$ cat src/rtl/pit64_pkg.sv
package pit64_pkg;

    localparam int PRES_W = 4;

    localparam logic [7:0] OFS_CTRL   = 8'h00;
    localparam logic [7:0] OFS_MODE   = 8'h04;
    localparam logic [7:0] OFS_PER_LO = 8'h08;
    localparam logic [7:0] OFS_PER_HI = 8'h0C;
    localparam logic [7:0] OFS_IEN    = 8'h10;
    localparam logic [7:0] OFS_STAT   = 8'h1C;
    localparam logic [7:0] OFS_CNT_LO = 8'h20;
    localparam logic [7:0] OFS_CNT_HI = 8'h24;

    localparam int BIT_START   = 0;
    localparam int BIT_SRST    = 8;
    localparam int BIT_CONT    = 0;
    localparam int BIT_AUX     = 3;
    localparam int BIT_PRES_LO = 8;
    localparam int BIT_IEN     = 0;
    localparam int BIT_FLAG    = 0;

    typedef enum logic [1:0] {
        ST_IDLE = 2'd0,
        ST_RUN  = 2'd1,
        ST_HALT = 2'd2
    } run_state_t;

endpackage

$ cat src/rtl/pit64_regs.sv
module pit64_regs
    import pit64_pkg::*;
#(
    parameter int WORD_W = 32,
    parameter int ADDR_W = 8,
    parameter int CNT_W  = 2 * WORD_W
) (
    input  logic              clk,
    input  logic              rst_n,
    input  logic              bus_wr,
    input  logic              bus_rd,
    input  logic [ADDR_W-1:0] bus_addr,
    input  logic [WORD_W-1:0] bus_wdata,
    output logic [WORD_W-1:0] bus_rdata,
    input  logic [CNT_W-1:0]  cnt_i,
    input  logic              flag_i,
    output logic              mode_cont_o,
    output logic              mode_aux_o,
    output logic [PRES_W-1:0] mode_pres_o,
    output logic [CNT_W-1:0]  period_o,
    output logic              ien_o,
    output logic              start_o,
    output logic              srst_o,
    output logic              stat_rd_o
);

    localparam logic [ADDR_W-1:0] A_CTRL   = ADDR_W'(OFS_CTRL);
    localparam logic [ADDR_W-1:0] A_MODE   = ADDR_W'(OFS_MODE);
    localparam logic [ADDR_W-1:0] A_PER_LO = ADDR_W'(OFS_PER_LO);
    localparam logic [ADDR_W-1:0] A_PER_HI = ADDR_W'(OFS_PER_HI);
    localparam logic [ADDR_W-1:0] A_IEN    = ADDR_W'(OFS_IEN);
    localparam logic [ADDR_W-1:0] A_STAT   = ADDR_W'(OFS_STAT);
    localparam logic [ADDR_W-1:0] A_CNT_LO = ADDR_W'(OFS_CNT_LO);
    localparam logic [ADDR_W-1:0] A_CNT_HI = ADDR_W'(OFS_CNT_HI);

    logic              cont_q;
    logic              aux_q;
    logic [PRES_W-1:0] pres_q;
    logic [WORD_W-1:0] stage_q;
    logic [CNT_W-1:0]  period_q;
    logic              ien_q;
    logic [WORD_W-1:0] hi_cap_q;

    logic sel_ctrl, sel_mode, sel_plo, sel_phi, sel_ien, sel_stat, sel_clo;
    logic wr_plo, rd_clo;
    logic [WORD_W-1:0] rd_word;

    // address decode
    always_comb begin
        sel_ctrl = (bus_addr == A_CTRL);
        sel_mode = (bus_addr == A_MODE);
        sel_plo  = (bus_addr == A_PER_LO);
        sel_phi  = (bus_addr == A_PER_HI);
        sel_ien  = (bus_addr == A_IEN);
        sel_stat = (bus_addr == A_STAT);
        sel_clo  = (bus_addr == A_CNT_LO);
        wr_plo   = bus_wr && sel_plo;
        rd_clo   = bus_rd && sel_clo;
    end

    // control strobes: soft reset dominates start
    always_comb begin
        srst_o    = bus_wr && sel_ctrl && bus_wdata[BIT_SRST];
        start_o   = bus_wr && sel_ctrl && bus_wdata[BIT_START] && !bus_wdata[BIT_SRST];
        stat_rd_o = bus_rd && sel_stat;
    end

    always_ff @(posedge clk or negedge rst_n) begin
        if (!rst_n) begin
            cont_q   <= 1'b0;
            aux_q    <= 1'b0;
            pres_q   <= '0;
            stage_q  <= '0;
            period_q <= '0;
            ien_q    <= 1'b0;
        end else if (bus_wr) begin
            if (sel_mode) begin
                cont_q <= bus_wdata[BIT_CONT];
                aux_q  <= bus_wdata[BIT_AUX];
                pres_q <= bus_wdata[BIT_PRES_LO +: PRES_W];
            end
            if (sel_phi) begin
                stage_q <= bus_wdata;
            end
            if (sel_plo) begin
                period_q <= {stage_q, bus_wdata};
            end
            if (sel_ien) begin
                ien_q <= bus_wdata[BIT_IEN];
            end
        end
    end

    // upper count word captured on every lower-word read
    always_ff @(posedge clk or negedge rst_n) begin
        if (!rst_n) begin
            hi_cap_q <= '0;
        end else if (rd_clo) begin
            hi_cap_q <= cnt_i[CNT_W-1:WORD_W];
        end
    end

    always_comb begin
        rd_word = '0;
        case (bus_addr)
            A_MODE: begin
                rd_word[BIT_CONT]               = cont_q;
                rd_word[BIT_AUX]                = aux_q;
                rd_word[BIT_PRES_LO +: PRES_W]  = pres_q;
            end
            A_PER_LO: rd_word = period_q[WORD_W-1:0];
            A_PER_HI: rd_word = stage_q;
            A_IEN:    rd_word[BIT_IEN] = ien_q;
            A_STAT:   rd_word[BIT_FLAG] = flag_i;
            A_CNT_LO: rd_word = cnt_i[WORD_W-1:0];
            A_CNT_HI: rd_word = hi_cap_q;
            default:  rd_word = '0;
        endcase
    end

    assign bus_rdata   = rd_word;
    assign mode_cont_o = cont_q;
    assign mode_aux_o  = aux_q;
    assign mode_pres_o = pres_q;
    assign period_o    = period_q;
    assign ien_o       = ien_q;

    AST_HI_CAPTURE_HOLDS: assert property (@(posedge clk) disable iff (!rst_n)
        !rd_clo |=> $stable(hi_cap_q)) else $error("captured upper word moved");
    AST_PERIOD_ATOMIC: assert property (@(posedge clk) disable iff (!rst_n)
        !wr_plo |=> $stable(period_q)) else $error("active period changed without commit");

endmodule

$ cat src/rtl/pit64_presc.sv
module pit64_presc
    import pit64_pkg::*;
(
    input  logic              clk,
    input  logic              rst_n,
    input  logic              run_i,
    input  logic              clear_i,
    input  logic              aux_sel_i,
    input  logic              aux_tick_i,
    input  logic [PRES_W-1:0] pres_i,
    output logic              tick_o
);

    logic [PRES_W-1:0] div_q;
    logic              src_ev;
    logic              wrap;

    always_comb begin
        src_ev = aux_sel_i ? aux_tick_i : 1'b1;
        wrap   = (div_q >= pres_i);
        tick_o = run_i && src_ev && wrap;
    end

    always_ff @(posedge clk or negedge rst_n) begin
        if (!rst_n) begin
            div_q <= '0;
        end else if (clear_i) begin
            div_q <= '0;
        end else if (run_i && src_ev) begin
            if (wrap) begin
                div_q <= '0;
            end else begin
                div_q <= div_q + PRES_W'(1);
            end
        end
    end

    AST_AUX_SPACING: assert property (@(posedge clk) disable iff (!rst_n)
        aux_tick_i |=> !aux_tick_i ##1 !aux_tick_i) else $error("auxiliary strobes too close");
    AST_TICK_NEEDS_RUN: assert property (@(posedge clk) disable iff (!rst_n)
        clear_i |=> (div_q == '0)) else $error("prescaler phase not cleared");

endmodule

$ cat src/rtl/pit64_core.sv
module pit64_core
    import pit64_pkg::*;
#(
    parameter int CNT_W = 64
) (
    input  logic             clk,
    input  logic             rst_n,
    input  logic             start_i,
    input  logic             srst_i,
    input  logic             tick_i,
    input  logic             cont_i,
    input  logic             stat_rd_i,
    input  logic [CNT_W-1:0] period_i,
    output logic [CNT_W-1:0] cnt_o,
    output logic             flag_o,
    output logic             run_o,
    output logic             restart_o
);

    run_state_t       state_q, state_d;
    logic [CNT_W-1:0] cnt_q;
    logic [CNT_W-1:0] cnt_inc;
    logic             flag_q;
    logic             go;
    logic             hit;

    // state register
    always_ff @(posedge clk or negedge rst_n) begin
        if (!rst_n) begin
            state_q <= ST_IDLE;
        end else begin
            state_q <= state_d;
        end
    end

    // transitions: GO, ONESHOT_END, REARM, SOFT_RESET
    always_comb begin
        state_d = state_q;
        if (srst_i) begin
            state_d = ST_IDLE;
        end else begin
            unique case (state_q)
                ST_IDLE: if (start_i) state_d = ST_RUN;
                ST_RUN:  if (hit && !cont_i) state_d = ST_HALT;
                ST_HALT: if (start_i) state_d = ST_RUN;
                default: state_d = ST_IDLE;
            endcase
        end
    end

    // outputs of the state machine
    always_comb begin
        cnt_inc   = cnt_q + CNT_W'(1);
        run_o     = (state_q == ST_RUN);
        go        = start_i && (state_q != ST_RUN);
        hit       = run_o && tick_i && (cnt_inc == period_i);
        restart_o = go || srst_i;
    end

    always_ff @(posedge clk or negedge rst_n) begin
        if (!rst_n) begin
            cnt_q <= '0;
        end else if (srst_i || go) begin
            cnt_q <= '0;
        end else if (run_o && tick_i) begin
            if (hit && cont_i) begin
                cnt_q <= '0;
            end else begin
                cnt_q <= cnt_inc;
            end
        end
    end

    // set beats read-to-clear
    always_ff @(posedge clk or negedge rst_n) begin
        if (!rst_n) begin
            flag_q <= 1'b0;
        end else if (srst_i) begin
            flag_q <= 1'b0;
        end else if (hit) begin
            flag_q <= 1'b1;
        end else if (stat_rd_i) begin
            flag_q <= 1'b0;
        end
    end

    assign cnt_o  = cnt_q;
    assign flag_o = flag_q;

    AST_SET_WINS: assert property (@(posedge clk) disable iff (!rst_n)
        (hit && stat_rd_i) |=> flag_q) else $error("set lost against read");
    AST_READ_CLEARS: assert property (@(posedge clk) disable iff (!rst_n)
        (stat_rd_i && !hit && !srst_i) |=> !flag_q) else $error("flag survived read");
    AST_SRST_CLEARS: assert property (@(posedge clk) disable iff (!rst_n)
        srst_i |=> (cnt_q == '0) && !flag_q && (state_q == ST_IDLE)) else $error("soft reset incomplete");
    AST_HALT_FROZEN: assert property (@(posedge clk) disable iff (!rst_n)
        (state_q == ST_HALT && !start_i && !srst_i) |=> $stable(cnt_q) && (state_q == ST_HALT)) else $error("one-shot moved after expiry");

endmodule

$ cat src/rtl/pit64_timer.sv
module pit64_timer
    import pit64_pkg::*;
#(
    parameter int WORD_W = 32,
    parameter int ADDR_W = 8
) (
    input  logic              clk,
    input  logic              rst_n,
    input  logic              bus_wr,
    input  logic              bus_rd,
    input  logic [ADDR_W-1:0] bus_addr,
    input  logic [WORD_W-1:0] bus_wdata,
    output logic [WORD_W-1:0] bus_rdata,
    input  logic              aux_tick,
    output logic              irq
);

    localparam int CNT_W = 2 * WORD_W;

    logic              mode_cont, mode_aux, ien;
    logic [PRES_W-1:0] mode_pres;
    logic [CNT_W-1:0]  period, cnt;
    logic              start, srst, stat_rd;
    logic              flag, run, restart, tick;

    pit64_regs #(
        .WORD_W (WORD_W),
        .ADDR_W (ADDR_W),
        .CNT_W  (CNT_W)
    ) u_regs (
        .clk         (clk),
        .rst_n       (rst_n),
        .bus_wr      (bus_wr),
        .bus_rd      (bus_rd),
        .bus_addr    (bus_addr),
        .bus_wdata   (bus_wdata),
        .bus_rdata   (bus_rdata),
        .cnt_i       (cnt),
        .flag_i      (flag),
        .mode_cont_o (mode_cont),
        .mode_aux_o  (mode_aux),
        .mode_pres_o (mode_pres),
        .period_o    (period),
        .ien_o       (ien),
        .start_o     (start),
        .srst_o      (srst),
        .stat_rd_o   (stat_rd)
    );

    pit64_presc u_presc (
        .clk        (clk),
        .rst_n      (rst_n),
        .run_i      (run),
        .clear_i    (restart),
        .aux_sel_i  (mode_aux),
        .aux_tick_i (aux_tick),
        .pres_i     (mode_pres),
        .tick_o     (tick)
    );

    pit64_core #(
        .CNT_W (CNT_W)
    ) u_core (
        .clk       (clk),
        .rst_n     (rst_n),
        .start_i   (start),
        .srst_i    (srst),
        .tick_i    (tick),
        .cont_i    (mode_cont),
        .stat_rd_i (stat_rd),
        .period_i  (period),
        .cnt_o     (cnt),
        .flag_o    (flag),
        .run_o     (run),
        .restart_o (restart)
    );

    assign irq = flag && ien;

endmodule

$ cat config.mk
export PLATFORM = sky130hd
export DESIGN_NAME = pit64_timer
export DESIGN_NICKNAME = d
export VERILOG_FILES = /design/src/rtl/pit64_pkg.sv /design/src/rtl/pit64_regs.sv /design/src/rtl/pit64_presc.sv /design/src/rtl/pit64_core.sv /design/src/rtl/pit64_timer.sv
export SDC_FILE = /design/constraint.sdc
export NUM_CORES = 1
export LEC_CHECK = 0
export CAP_MARGIN = 25
export CORE_AREA = 3 3 184 186
export DETAILED_ROUTE_END_ITERATION = 8
export DIE_AREA = 0 0 187 189
export PLACE_DENSITY = 0.62
export SLEW_MARGIN = 20
export SYNTH_ARGS = -nofsm -noshare
export SYNTH_HDL_FRONTEND = slang
export SYNTH_SLANG_ARGS = --single-unit
$ cat constraint.sdc
create_clock -name clk -period 5.85 [get_ports clk]
set_input_delay 0.8775 -clock clk [delete_from_list [all_inputs] [get_ports clk]]
set_output_delay 0.8775 -clock clk [all_outputs]
set_load 0.01 [all_outputs]
## Word-level counts from Yosys, hierarchy flattened

Cells that the tools add are included.

- Flip-flop bits (word level): 206
- Bits of input ports: 45
- Output and inout bits: 33
- Logic and storage cells: 75

- Add/sub/neg operators: 2
- Order comparisons: 1
- Equal/unequal tests: 13
- Multiplexer cells: 20
- Reductions and logical operators: 28

Operator list:

| kind | number |
|---|---|
| two-way mux 64 bit | 3 |
| case mux 20 bit (4 select lines) | 1 |
| adder 64 x 1 -> 64 bit (second input constant) | 1 |
| == test 64 bit | 1 |
| case mux 4 bit (5 select lines) | 1 |
| == test 8 x 4 -> 1 bit (second input constant) | 2 |
| == test 8 x 5 -> 1 bit (second input constant) | 2 |
| == test 8 x 6 -> 1 bit (second input constant) | 2 |
| case mux 4 bit (4 select lines) | 1 |
| logical AND 1 bit | 14 |
| two-way mux 4 bit | 3 |
| AND reduction 2 bit | 5 |
| == test 8 x 3 -> 1 bit (second input constant) | 1 |
| zero test 8 bit | 1 |
| case mux 2 bit (4 select lines) | 1 |
| case mux 1 bit (7 select lines) | 1 |
| two-way mux 2 bit | 3 |
| != test 3 x 1 -> 1 bit (second input constant) | 2 |
| case mux 1 bit (5 select lines) | 1 |
| adder 4 x 1 -> 4 bit (second input constant) | 1 |
| greater-or-equal comparator 4 bit | 1 |
| two-way mux 1 bit | 4 |
| case mux 2 bit (2 select lines) | 1 |
| nonzero test 2 bit | 2 |
| 8 further kinds | 9 |

## Longest topological paths before layout

Gate-level depths: netlist of run 1.

- Depth in word-level cells: 9
- Depth in mapped cells: 15
- Depth with buffers taken out: 12

## Cells and area by module

From an unflattened synthesis of run 1, not the netlist that was laid out.

- Cells, all modules: 1209
- Area, all modules: 12251.8 um^2

Modules (own cells, without submodules):

| module | instances | cells an instance | area an instance (um^2) | seq. area each (um^2) |
|---|---|---|---|---|
| pit64_regs | 1 | 437 | 6040.8 | 3378.2 |
| pit64_core | 1 | 733 | 5853.1 | 1676.6 |
| pit64_presc | 1 | 38 | 351.6 | 100.1 |
| pit64_timer | 1 | 1 | 6.3 | 0.0 |

## Least setup slack after synthesis of run 1

Ideal clock, no wire load.

- Kind: flip-flop to flip-flop
- From: register u_core.cnt_q[0] (netlist: u_core.cnt_o[0])
- To: register u_core.cnt_q[25] (netlist: u_core.cnt_o[25])
- Setup time: 130 ps
- Arrival: 4003 ps
- Data required time: 5720 ps
- Path slack: 1717 ps
- Cell stages (with the launch flop): 14
- Buffers on the path: 2
- Clock period less this slack: 4133 ps
- Cells stage by stage: dfrtp_1 > ha_1 > nand3_1 > nor4_2 > nand3_1 > nor4_1 > nor3b_1 > or4b_1 > or4_1 > or4b_1 > buf_4 > nand2_8 > buf_6 > o31ai_2

- Cells in the longest elaborated chain, start to end: 7

Ends and longest elaborated chain:

| element | RTL line | source |
|---|---|---|
| start, declared | pit64_core.sv:21 | `logic [CNT_W-1:0] cnt_q;` |
| start signal, assigned | pit64_core.sv:69 | `cnt_q <= cnt_inc;` |
| adder 64 x 1 -> 64 bit * | pit64_core.sv:53 | `cnt_inc = cnt_q + CNT_W'(1);` |
| == test 64 bit | pit64_core.sv:56 | `hit = run_o && tick_i && (cnt_inc == period_i);` |
| logical AND 1 bit | pit64_core.sv:56 |  |
| logical AND 1 bit | pit64_core.sv:66 | `if (hit && cont_i) begin` |
| two-way mux 64 bit * | pit64_core.sv:66 |  |
| two-way mux 64 bit * | pit64_core.sv:65 | `end else if (run_o && tick_i) begin` |
| two-way mux 64 bit * | pit64_core.sv:63 | `end else if (srst_i \|\| go) begin` |

Every way passes the cells marked *; elsewhere a longest branch is shown, timed or not. The select of a mux whose other input is x is not followed.
A chain may end at the register's enable or synchronous reset.

## Worst setup path in the final report of run 1

- From: register u_core.cnt_q[3] (netlist: u_core.cnt_o[3])
- To: register u_core.cnt_q[59] (netlist: u_core.cnt_o[59])

Same word-level chain as after synthesis.

==> flow_metrics.tcl, run 1 <==
set metrics [dict create \
    fin_crit_sh 0.922 \
    hold_viol 0 \
    multi_input_area_um2 7120 \
    crit_start "u_core.cnt_o[3]$_DFFE_PN0P_" \
    min_path_type "in -> async" \
    pre_cts_slack_ns 0.627 \
    ant_nets 0 \
    postCtsResizedCells 0 \
    antenna_found_initial 3 \
    syn2layout_area_growth_pct 17.3 \
    cp.arrival_ns 5.79 \
    io_pins 78 \
    required_ns 6.24 \
    synthCells 1304 \
    fin_nets 1416 \
    crit_path_end_kind "register" \
    cellLeakagePower_nw 6.37 \
    wl_per_cell_um 27.2 \
    grt_pass1_vias 10900 \
    worstPathMaxFanout 20 \
    finalSetupViolCount 0 \
    max_slew.worst_pin.slew_ns 1.05 \
    yosysSeqAreaShare 0.401 \
    clock-sinks 206 \
    die_x_um 187 \
    startpoint_type "register" \
    remaining_drc_errors 0 \
    syn_area_um2 12900 \
    overflow 0 \
    grt_setup_unrepaired "false" \
    post_cts_buffers 0 \
    first_iter_violations 1201 \
    grt_usage 0.278 \
    htreeDepth 1 \
    drt-vias-per-instance 6.21 \
    peakVddDrop_mv 0.251 \
    n_fill_cell 3062 \
    dieArea_um2 35300 \
    synth_area_per_cell_um2 9.87 \
    postCtsHoldBufs 0 \
    drive_above_1_share 0.213 \
    ys_types 78 \
    cts_root_buffer "clkbuf_16" \
    cts_inserted_buffers 24 \
    synth.area.mux_share 0.115 \
    critPathKind "reg -> reg" \
    grt_max_degree 124 \
    async_reset_ff_frac 1.00 \
    synthXorXnorAreaFrac 0.0707 \
    synth_warnings 0 \
    via_count 11300 \
    start_util 0.396 \
    synth-main-ff-cell "dfrtp_1" \
    syn_nets 1355 \
    die_y_um 189 \
    numPortBuffers 77 \
    routed_wl_mm 49.6 \
    cts.path.max_buffers 3 \
    clk_pin_slew_ns 0.07 \
    max_freq_mhz 185 \
    setup_tns_ns 0 \
    cts_tree "yes" \
    min_period_ns 5.39 \
    synth_edf_count 0 \
    grt_pass1_wl_mm 74.2 \
    power_density_nw_per_um2 443 \
    synth-seq-cells 206 \
    core-area_um2 32500 \
    clk_latency_ns 0.56 \
    yosys.area_share.adder 0.00584 \
    synthSimpleGateAreaFrac 0.206 \
    seqCellArea_um2 5150 \
    finClkSkew_ns 0.0396 \
    r2r_start "u_core.cnt_o[3]$_DFFE_PN0P_" \
    fin_ws_ns 0.457 \
    max-slew-margin-rel 0.299 \
    synth_top_family_by_area "simple AND/OR/NAND/NOR gates" \
    run_status "complete, no violations" \
    place_hpwl_mm 37.6 \
    diodes 0 \
    slew_violations 0 \
    synth_compound_area_frac 0.154 \
    gp_congestion 1.00 \
    rows 66 \
    dr.pass1.iters 5 \
    cap_violations 0 \
]
[worst paths after layout]
| path | to | slack, ns | depth (start not counted) |
|---|---|---|---|
| max | u_core.cnt_o[59]$_DFFE_PN0P_ | 0.46 | 10 |
| min | u_core.cnt_o[22]$_DFFE_PN0P_ | 0.38 | 1 |
| max reg2reg | u_core.cnt_o[59]$_DFFE_PN0P_ | 0.46 | 10 |
| min reg2reg | u_regs.hi_cap_q[17]$_DFFE_PN0P_ | 0.49 | 2 |
| max in group asynchronous | u_regs.ien_o$_DFFE_PN0P_ | 4.26 | 2 |
| min in group clk | u_regs.hi_cap_q[17]$_DFFE_PN0P_ | 0.49 | 2 |
[critical path: stages (launching register included)]
cell,delay (ns)
dfrtp_1,0.70
nand4_4,0.27
or4_1,0.67
nor4_1,0.85
xnor2_1,0.29
or4b_1,0.51
or4_1,0.58
or4b_1,0.80
nand2_8,0.23
buf_12,0.20
o31ai_1,0.09
[power breakdown]
part	internal, mW	switching (mW)	total (mW)
sequential	1.58	0.303	1.89
clock	1.02	0.647	1.66
combinational	1.03	2.11	3.14
total	3.63	3.06	6.69
[placed cells by master, fill, tap and decap left out, types with 5 or more instances in the layout]
cell,n
clkdlybuf4s50_1,76
a21boi_0,5
o31ai_2,18
a31oi_1,43
and4_1,11
or2_2,6
nand4_1,47
clkbuf_16,24
nor3_1,24
dfrtp_1,206
a22oi_1,73
nand2b_1,7
and3_1,61
or3_1,9
buf_4,67
nand2_1,100
a21oi_1,17
or4_1,17
nor4_1,29
o31ai_1,28
nor2_1,41
ha_1,6
xor2_1,38
a21o_1,6
nand4b_1,5
o21ai_0,27
and2_1,8
inv_1,13
mux2_2,129
bufinv_16,5
nand3_1,62
xnor2_1,64
a2bb2oi_1,5
o41ai_1,5
[layer usage]
| layer | vias up | track usage | wire length [um] |
|---|---|---|---|
| li1 | 5059 | - | - |
| met1 | 5678 | 0.405 | 22000 |
| met2 | 497 | 0.418 | 21700 |
| met3 | 98 | 0.0554 | 4220 |
| met4 | 4 | 0.0875 | 1710 |
| met5 | - | 0 | 26 |
[synth_stat cells, types with 5 or more instances]
cell type / n / area share
a21boi_0: 5 / 0.0029
a21o_1: 6 / 0.0035
a21oi_1: 17 / 0.0066
a22oi_1: 73 / 0.043
a2bb2oi_1: 5 / 0.0034
a31oi_1: 44 / 0.021
and2_1: 8 / 0.0039
and3_1: 61 / 0.030
and4_1: 11 / 0.0075
buf_2: 24 / 0.0093
buf_4: 15 / 0.0088
clkbuf_1: 57 / 0.017
clkbuf_2: 6 / 0.0023
dfrtp_1: 206 / 0.40
ha_1: 6 / 0.0058
inv_1: 13 / 0.0038
mux2_2: 129 / 0.11
nand2_1: 101 / 0.029
nand2b_1: 8 / 0.0039
nand3_1: 62 / 0.024
nand4_1: 47 / 0.023
nand4b_1: 5 / 0.0034
nor2_1: 43 / 0.013
nor3_1: 25 / 0.0097
nor4_1: 29 / 0.014
o21ai_0: 27 / 0.011
o31ai_1: 28 / 0.016
o31ai_2: 18 / 0.018
o41ai_1: 5 / 0.0034
or2_2: 6 / 0.0029
or3_1: 9 / 0.0044
or4_1: 17 / 0.0099
xnor2_1: 64 / 0.044
xor2_1: 38 / 0.026
[registers in the layout (all words and copies together), names as in the netlist]
signal              flops
u_presc.div_q           4
u_core.cnt_o           64
u_core.state_q          2
u_regs.stage_q         32
u_core.flag_o           1
u_regs.hi_cap_q        32
u_regs.mode_pres_o      4
u_regs.mode_aux_o       1
u_regs.ien_o            1
u_regs.period_o        64
u_regs.mode_cont_o      1
[stage by stage]
step           instance area, um2  power (mW)  hold slack (ns)  instances  utilization
2_1_floorplan               12900        3.76            0.451       1304            -
3_3_place_gp                14200        4.93            0.472       1780        0.438
3_5_place_dp                14200        4.92            0.482       1780        0.438
4_1_cts                     15100        6.60            0.415       1823        0.465
5_1_grt                     15100        6.96            0.447       1824        0.465
6_report                    15100        6.69            0.384       1824        0.465
[kinds of logic (layout without fill, tap and decap cells)]
kind of cell	after synthesis	in the layout
buf+inv	126	204
compound gates	267	267
mux	132	132
flops	206	206
xor+xnor	103	103
fa+ha+maj	6	6
simple gates	464	464
[layout make-up]
class                      count  area share
multi-input combinational    972       0.472
tap                          442      0.0366
clock inverter                15      0.0151
sequential                   206       0.342
clock buffer                  28      0.0428
inverter                      13     0.00323
timing repair buffer         148      0.0889
(Power assumes the default switching activity.)
==> run 2: changes to the inputs <==
- GPL_ROUTABILITY_DRIVEN: unset -> 0
==> run 2 against run 1 <==
Effect of this change:
- worst hold slack got worse by 0.042 ns
- register-to-register slack better by 0.07 ns
- worst setup slack better by 0.066 ns
- clock skew down 0.021 ns
- critical path depth did not move
- wire length decreased by 12%
- non-clock buffer count decreased by 35
- maximum frequency up 1.2%
- final area is 2.8% lower
- critical endpoint is now u_core.cnt_o[63]$_DFFE_PN0P_
- clock power shrank 13%
- total power decreased by 7.8%
- via count is 1.2% higher
==> flow_metrics.tcl, run 2 (same netlist as run 1, synthesis figures left out) <==
set metrics [dict create \
    required_ns 6.23 \
    final_area_um2 14700 \
    power_density_nw_per_um2 421 \
    cellLeakagePower_nw 6.14 \
    overflow 0 \
    final_common_cell "dfrtp_1" \
    die_y_um 189 \
    timing.rr.end "u_core.cnt_o[63]$_DFFE_PN0P_" \
    endpoint "u_core.cnt_o[63]$_DFFE_PN0P_" \
    peakVddDrop_mv 0.248 \
    dr.pass1.iters 6 \
    crit_path_max_incr_delay_ns 0.72 \
    max-slew-margin-rel 0.214 \
    startpoint_type "register" \
    routed_wl_mm 43.7 \
    crit_path_end_kind "register" \
    place_hpwl_mm 31.2 \
    io_pins 78 \
    first_iter_violations 1402 \
    cts_tree "yes" \
    ff2ff_setup_slack_ns 0.52 \
    numPortBuffers 77 \
    hold_viol 0 \
    drt-vias-per-instance 6.42 \
    finClkSkew_ns 0.0190 \
    antenna_found_initial 0 \
    grt_pass1_wl_mm 67.4 \
    final_cell_mix "dfrtp_1, mux2_2, nand2_1, clkdlybuf4s50_1, a22oi_1" \
    post_cts_buffers 0 \
    grt_max_degree 135 \
    path_depth 10 \
    clock-sinks 206 \
    fin_ws_ns 0.523 \
    postCtsResizedCells 0 \
    dieArea_um2 35300 \
    rows 66 \
    cts_inserted_buffers 23 \
    pre_cts_slack_ns 0.698 \
    r2r_start "u_core.cnt_o[2]$_DFFE_PN0P_" \
    n_fill_cell 3058 \
    max_freq_mhz 188 \
    core-area_um2 32500 \
    post_dp_cell_area_um2 13900 \
    via_count 11500 \
    cp_top_family "simple AND/OR/NAND/NOR gates" \
    slew_violations 0 \
    multi_input_area_um2 7120 \
    p_total_mw 6.17 \
    fin_crit_sh 0.911 \
    htreeDepth 1 \
    cts_root_buffer "clkbuf_16" \
    start_util 0.396 \
    die_x_um 187 \
    cap_violations 0 \
    cp_common_cell "or4_1" \
    wl_per_cell_um 24.4 \
    run_status "complete, no violations" \
    finalSetupViolCount 0 \
    r2r_cells 10 \
    cp_cell_sequence "nand3_1 -> nor4_2 -> nand4_1 -> or4_1 -> a2111oi_0 -> nand2_1 -> or4_1 -> or4b_1 -> nand2_8 -> o311ai_0" \
    cts.path.max_buffers 3 \
    grt_usage 0.242 \
    fin_nets 1380 \
    clk_latency_ns 0.53 \
    syn2layout_area_growth_pct 14.0 \
    grt_pass1_vias 11000 \
    remaining_drc_errors 0 \
    drive_above_1_share 0.190 \
    setup_tns_ns 0 \
    grt_setup_unrepaired "false" \
    diodes 0 \
    fin_hold_ws_ns 0.342 \
    min_path_type "in -> async" \
    max_slew.worst_pin.slew_ns 1.17 \
    postCtsHoldBufs 0 \
    crit_start "u_core.cnt_o[2]$_DFFE_PN0P_" \
    seqCellArea_um2 5150 \
    cp_num_buf_inv 0 \
    slowest_stage "nor4_2" \
    clk_pin_slew_ns 0.06 \
    ant_nets 0 \
    critPathKind "reg -> reg" \
    worstPathMaxFanout 52 \
    min_period_ns 5.33 \
    cp.arrival_ns 5.71 \
]
[run 2: cell count changes in the layout (fill, tap and decap cells not counted)]
cell	delta
clkbuf_2	+1
clkinv_4	-1
clkbuf_16	-1
buf_2	-1
clkbuf_1	+2
buf_12	-2
clkinv_2	+4
buf_4	-33
clkbuf_8	-2
bufinv_16	-3
clkinv_8	-1
[run 2: worst min-delay path by stage]
stage,startpoint,to,slack (ns),cells after the start
2_1_floorplan,u_regs.hi_cap_q[12]$_DFFE_PN0P_,u_regs.hi_cap_q[12]$_DFFE_PN0P_,0.45,2
3_3_place_gp,u_regs.hi_cap_q[17]$_DFFE_PN0P_,u_regs.hi_cap_q[17]$_DFFE_PN0P_,0.46,2
3_5_place_dp,u_regs.hi_cap_q[17]$_DFFE_PN0P_,u_regs.hi_cap_q[17]$_DFFE_PN0P_,0.47,2
4_1_cts,rst_n,u_core.cnt_o[29]$_DFFE_PN0P_,0.39,1
5_1_grt,rst_n,u_regs.period_o[24]$_DFFE_PN0P_,0.39,1
6_report,rst_n,u_regs.period_o[24]$_DFFE_PN0P_,0.34,1
[run 2: metrics by stage]
step / utilization / cells
after detailed placement: 0.429 / 1745
after floorplan: - / 1304
final: 0.452 / 1787
after global routing: 0.452 / 1787
after CTS: 0.452 / 1786
after global placement: 0.429 / 1744
[run 2: routing by layer]
| metal | GRT usage | vias up | share of wire |
|---|---|---|---|
| met4 | 0.102 | 0 | 0.051 |
| met3 | 0.0444 | 167 | 0.094 |
| met1 | 0.333 | 5654 | 0.41 |
| met2 | 0.377 | 679 | 0.44 |
| li1 | - | 4972 | - |
| met5 | 0 | - | 0 |
[run 2: worst register-to-register path, stage by stage (launching register included)]
cell and delay [ns]:
dfrtp_1 0.53, nand3_1 0.50, nor4_2 0.73, nand4_1 0.44, or4_1 0.67, a2111oi_0 0.46, nand2_1 0.10, or4_1 0.48
or4b_1 0.67, nand2_8 0.41, o311ai_0 0.20
[run 2: cell type report]
cell class                 count  area share
inverter                      13     0.00333
clock buffer                  27      0.0409
tap                          442      0.0377
clock inverter                14     0.00904
timing repair buffer         113      0.0719
sequential                   206       0.351
multi-input combinational    972       0.486
[run 2: power by group]
group	total (mW)	switching, mW	internal, mW
registers	1.95	0.364	1.58
logic	2.78	1.89	0.891
clock network	1.45	0.621	0.826
total	6.17	2.87	3.30
